`src/rtl/dctimer.sv`:
```
module dctimer #(
  parameter int ADDR_W = 12
) (
  input  logic              clk,
  input  logic              rst_n,
  input  logic              wr_en,
  input  logic [ADDR_W-1:0] addr,
  input  logic [31:0]       wdata,
  output logic [31:0]       rdata,
  input  logic              tick_main,
  input  logic              tick_fast,
  input  logic              tick_slow,
  output logic              irq
);
  localparam int          CTRL_W = 26;
  localparam int          PSC_W  = 12;
  localparam int          IDX_W  = ADDR_W - 2;
  localparam logic [31:0] ALL1   = 32'hFFFF_FFFF;
  localparam logic [CTRL_W-1:0] KEEP = 26'h06C_0003;

  logic [CTRL_W-1:0] ctrl;
  logic              stat;
  logic [31:0]       ld, cmpv, cnt;
  logic [PSC_W-1:0]  pcnt;
  logic              src;

  wire [IDX_W-1:0] idx = addr[ADDR_W-1:2];
  wire wr_ctl = wr_en && idx == IDX_W'(0);
  wire wr_st  = wr_en && idx == IDX_W'(1);
  wire wr_ld  = wr_en && idx == IDX_W'(2);
  wire wr_cmp = wr_en && idx == IDX_W'(3);

  wire             en    = ctrl[0];
  wire             ocien = ctrl[2];
  wire             rld   = ctrl[3];
  wire [PSC_W-1:0] psc   = ctrl[4 +: PSC_W];
  wire             iovw  = ctrl[17];

  wire swr     = wr_ctl && wdata[16];
  wire en_rise = wr_ctl && !wdata[16] && wdata[0] && !en;
  wire step    = en && src && (pcnt >= psc);
  wire match   = step && (cnt == cmpv);
  wire [31:0] next_wrap = rld ? ld : ALL1;

  always_comb begin
    case (ctrl[25:24])
      2'b01:   src = tick_main;
      2'b10:   src = tick_fast;
      2'b11:   src = tick_slow;
      default: src = 1'b0;
    endcase
  end

  always_ff @(posedge clk or negedge rst_n) begin
    if (!rst_n) begin
      ctrl <= '0;
      stat <= 1'b0;
      ld   <= ALL1;
      cmpv <= '0;
      cnt  <= '0;
      pcnt <= '0;
    end else begin
      if (wr_ctl)
        ctrl <= swr ? (wdata[CTRL_W-1:0] & KEEP) : wdata[CTRL_W-1:0];

      if (swr || en_rise)
        pcnt <= '0;
      else if (en && src)
        pcnt <= (pcnt >= psc) ? '0 : pcnt + 1'b1;

      if (swr)
        stat <= 1'b0;
      else if (match)
        stat <= 1'b1;
      else if (wr_st && wdata[0])
        stat <= 1'b0;

      if (swr)
        ld <= ALL1;
      else if (wr_ld)
        ld <= wdata;

      if (swr)
        cmpv <= '0;
      else if (wr_cmp)
        cmpv <= wdata;

      if (swr)
        cnt <= wdata[0] ? ALL1 : '0;
      else if (wr_ld && iovw)
        cnt <= wdata;
      else if (en_rise && wdata[1])
        cnt <= wdata[3] ? ld : ALL1;
      else if (step)
        cnt <= (cnt == '0) ? next_wrap : cnt - 1'b1;
    end
  end

  assign irq = stat & ocien & en;

  always_comb begin
    case (idx)
      IDX_W'(0): rdata = {{(32-CTRL_W){1'b0}}, ctrl};
      IDX_W'(1): rdata = {31'd0, stat};
      IDX_W'(2): rdata = ld;
      IDX_W'(3): rdata = cmpv;
      IDX_W'(4): rdata = cnt;
      default:   rdata = '0;
    endcase
  end

  assert_decrement_R7: assert property (@(posedge clk) disable iff (!rst_n)
    (step && cnt != '0 && !wr_en) |=> cnt == $past(cnt) - 32'd1);
  assert_hold_disabled_R7: assert property (@(posedge clk) disable iff (!rst_n)
    (!en && !wr_en) |=> $stable(cnt));
  assert_match_sets_R9: assert property (@(posedge clk) disable iff (!rst_n)
    (step && cnt == cmpv && !swr) |=> stat);
  assert_w1c_R9: assert property (@(posedge clk) disable iff (!rst_n)
    (wr_st && wdata[0] && !match) |=> !stat);
  assert_soft_reset_R5: assert property (@(posedge clk) disable iff (!rst_n)
    swr |=> (ld == ALL1 && cmpv == '0 && !stat && !ctrl[16]));
  assert_irq_needs_flag_R10: assert property (@(posedge clk) disable iff (!rst_n)
    irq |-> stat);
endmodule

```
`config.mk`:
```
export PLATFORM = sky130hd
export DESIGN_NAME = dctimer
export DESIGN_NICKNAME = d
export VERILOG_FILES = /design/src/rtl/dctimer.sv
export SDC_FILE = /design/constraint.sdc
export NUM_CORES = 1
export LEC_CHECK = 0
export CAP_MARGIN = 30
export CORE_MARGIN = 3
export CORE_UTILIZATION = 36
export DETAILED_ROUTE_END_ITERATION = 10
export GPL_TIMING_DRIVEN = 0
export PLACE_DENSITY = 0.62
export SLEW_MARGIN = 20
export SYNTH_ARGS = -nofsm -noshare
export SYNTH_HDL_FRONTEND = slang
export SYNTH_SLANG_ARGS = --single-unit
```
`constraint.sdc`:
```
create_clock -name clk -period 2.6 [get_ports clk]
set_input_delay 0.52 -clock clk [delete_from_list [all_inputs] [get_ports clk]]
set_output_delay 0.52 -clock clk [all_outputs]
set_load 0.02 [all_outputs]
```
==> metrics.md <==
| Metric | Value |
|---|---|
| Result of the run | `finished with violations` |
| Violated checks | `setup timing` |
| Worst skew pair latency | `0.44 ns` |
| Die span in x | `158.8 microns` |
| Post-synth EDFFs | `0` |
| Simple-gate share of the synthesized area | `0.2467` |
| WS Path Type | `reg2reg` |
| RSZ-0062 raised after global routing | `true` |
| Gr ovfl total | `0` |
| Synth cell types | `62` |
| Relative slew slack | `0.3351` |
| IO Count | `83` |
| Worst Path Max Fanout | `7` |
| First-pass GRT wire length | `56240 microns` |
| VDD IR max | `365.2 uV` |
| Worst Clk Skew | `0.01199 ns` |
| DRC | `0` |
| IO buf count | `78` |
| Number of H-tree levels | `4` |
| Worst slew pin tran | `0.9974 ns` |
| Compound-Gate Fraction of Synth Area | `0.1975` |
| Num Clock Sinks | `135` |
| Largest family of logic cells by synthesized area | `simple AND/OR/NAND/NOR gates` |
| Seq pwr share | `0.347` |
| Mux cell area share after synthesis | `0.01116` |
| Detail Route Antenna Nets | `0` |
| Syn nets | `1096` |
| Post-Syn Instances | `1031` |
| Vias/cell | `6.124` |
| Reg-to-reg slack, setup | `-0.14 ns` |
| Synth Area in XOR/XNOR | `0.05938` |
| Initial Utilization | `0.3691` |
| Clock period minus worst slack | `2.739 ns` |
| CP arrival | `3.05 ns` |
| Reg2Reg Depth | `10` |
| Hold WC Path Type | `in2async` |
| Leak | `5.039 nW` |
| Site Rows | `55` |
| Combinational share of power | `0.335` |
| MaxCap Viol Count | `0` |
| FFs w/ async S/R, synth | `1.000` |
| DIE HEIGHT | `158.8 microns` |
| Clock buffer depth | `2` |
| GRT Total Usage | `0.2924` |
| Initial antenna violation count | `1` |
| Syn Area/Cell | `8.155 sq um` |
| PwrDens | `624.4 nW/um^2` |
| R2r startpoint | `cnt[16]` |
| Prevailing post-synth register cell | `dfrtp_1` |
| Fin cells | `1512` |
| Mapped Area | `8408 sq um` |
| Clock buffer count from CTS | `17` |
| Die area | `25230 sq um` |
| Worst-path clk slew | `0.06 ns` |
| Final WS setup | `-0.1387 ns` |
| Power share of the clock group | `0.318` |
| WP data required | `2.91 ns` |
| Vias in the first global route | `8793` |
| Largest net degree at the start of global routing | `75` |
| CP endpoint kind | `flip-flop` |
| Initial DRC Count | `1392` |
| Post-Place Cells | `1423` |
| Area delta synth->final | `38.91%` |
| Total power | `0.007293 W` |
| NetSw | `0.002599 W` |
| Reg2reg end | `cnt[21]` |
| Routed via count | `9259` |
| HPWL Detailed | `25240 microns` |
| Post-Route Setup TNS | `-2.834 ns` |
| Diode count | `0` |
| Pre-CTS WS | `-1.950 ns` |
| Final Cycle Share | `1.053` |
| Seq/Total Area, Yosys | `0.4065` |
| Net Sw Frac | `0.3563` |
| Final Hold Viols | `0` |
| Core ar. | `22780 sq um` |
| Post-Synth Adder-Cell Area | `0.02232` |
| WHS | `0.01395 ns` |
| Setup crit start kind | `flip-flop` |
| Final Setup Violations | `49` |
| Wire length per cell | `25.16 microns` |
| Internal power | `0.004694 W` |
| CTS tree | `yes` |
| Ys Warns | `0` |
| Pre-antenna DRT Iters | `5` |
| Root Buffer | `clkbuf_16` |
| Final WL | `38040 microns` |
| Nets | `1251` |
| Slew Limit Fails | `0` |
| Share of layout cells above drive strength 1 | `0.2611` |
| Placer Congestion | `0.9951` |
| F_max | `0.3651 GHz` |
| Seq cells post-synth | `135` |
## state kept, by name, indices dropped and copies added (netlist names)
name,count
cmpv,32
cnt,32
ld,32
ctrl,26
pcnt,12
stat,1
## power groups by stage
stage / Clock, W / Sequential [W] / Combinational [W]
4_1_cts: 0.00234 / 0.00247 / 0.00213
3_3_place_gp: 0 / 0.00247 / 0.00188
5_1_grt: 0.00243 / 0.00255 / 0.00257
3_5_place_dp: 0 / 0.00248 / 0.00189
6_report: 0.00232 / 0.00253 / 0.00244
2_1_floorplan: 0 / 0.00243 / 0.00133
## logic make-up after synthesis
family | Yosys count
simple gates | 443
compound gates | 257
flops | 135
buf+inv | 116
xor+xnor | 57
fa+ha+maj | 15
mux | 8
## Yosys cell counts, drive strengths merged, types with 2 or more instances
cell type,count,share of area
nand2,216,0.096
dfrtp,103,0.31
a21oi,73,0.043
nand3,71,0.042
clkbuf,69,0.031
a22oi,58,0.052
nor2,50,0.022
xnor2,43,0.045
o21ai,33,0.020
a31oi,32,0.024
dfstp,32,0.10
inv,32,0.014
and3,19,0.014
nor3,18,0.013
o211ai,18,0.016
nand4,17,0.013
buf,15,0.011
ha,15,0.022
xor2,14,0.015
o221ai,12,0.012
nor4,10,0.0092
a21o,8,0.0071
or3,8,0.0065
nor3b,7,0.0068
and2,6,0.0045
mux2i,6,0.0071
or4,6,0.0062
nand2b,5,0.0037
nor2b,4,0.0030
o31ai,4,0.0036
o2111ai,3,0.0031
a22o,2,0.0021
o22a,2,0.0021
o22ai,2,0.0015
or2,2,0.0015
## metrics by stage
stage               utilization  area, sq um
floorplan                     -         8436
global placement         0.4218         9608
detailed placement       0.4235         9646
CTS                      0.4878        11110
global route             0.5128        11680
finish                   0.5128        11680
## per-layer routing
layer,routed length [microns],up-vias,share of wire,global-route usage
met5,17,-,0.00045,0
met4,1653,2,0.043,0.1142
met3,4359,121,0.11,0.07644
met2,16940,642,0.45,0.4512
met1,15070,4514,0.40,0.3931
li1,-,3980,-,-
## worst max-delay path, cell delays in order (launching register included)
cell and delay, ns:
dfrtp_1 0.38, buf_6 0.15, or3_4 0.33, or4_4 0.56
buf_6 0.15, or3_4 0.36, buf_4 0.15, xnor2_1 0.12
o32ai_2 0.13, a21oi_1 0.11, o22a_1 0.17
## what timing repair did
item | CTS | global route
pin swaps | 58 | 59
endpoints found under the setup margin | 119 | 70
hold endpoints to repair | 0 | 0
buffers inserted | 37 | 19
gates resized for setup | 333 | 109
cloned | 7 | 2
hold buffers | 0 | 0
## final cells by class
cell class / instances / area, sq um
Inverter: 32 / 120.1
Tap cell: 313 / 391.6
Clock buffer: 22 / 484.2
Clock inverter: 10 / 71.32
Timing Repair Buffer: 144 / 1491
Buffer: 76 / 594.3
Fill cell: 2109 / 11100
Multi-Input combinational cell: 780 / 5101
Sequential cell: 135 / 3426
## worst max-delay path by stage
| stage | from | to | slack (ns) | cells after the start |
|---|---|---|---|---|
| final | cnt[16] | cnt[21] | -0.14 | 10 |
| after global routing | cnt[16] | cnt[29] | -0.25 | 11 |
| after CTS | cnt[21] | cnt[30] | -0.17 | 8 |
| after detailed placement | addr[9] | rdata[28] | -1.95 | 9 |
| after global placement | rst_n | cmpv[30] | -4.83 | 1 |
| after floorplan | addr[9] | rdata[11] | -0.03 | 7 |
## cell usage in the layout (no fill, tap or decap), drive strengths merged, types with 10 or more instances in the layout
master         instances
o221ai                12
nor4                  10
ha                    15
buf                  117
o21ai                 33
a21oi                 73
and3                  19
a31oi                 32
clkdlybuf4s50         35
xnor2                 43
nor3                  18
xor2                  14
o211ai                18
inv                   33
a22oi                 58
dfrtp                103
nand4                 17
nand2                216
nand3                 71
clkbuf                86
nor2                  50
dfstp                 32
Note: power is estimated with default switching activity, not from simulation.
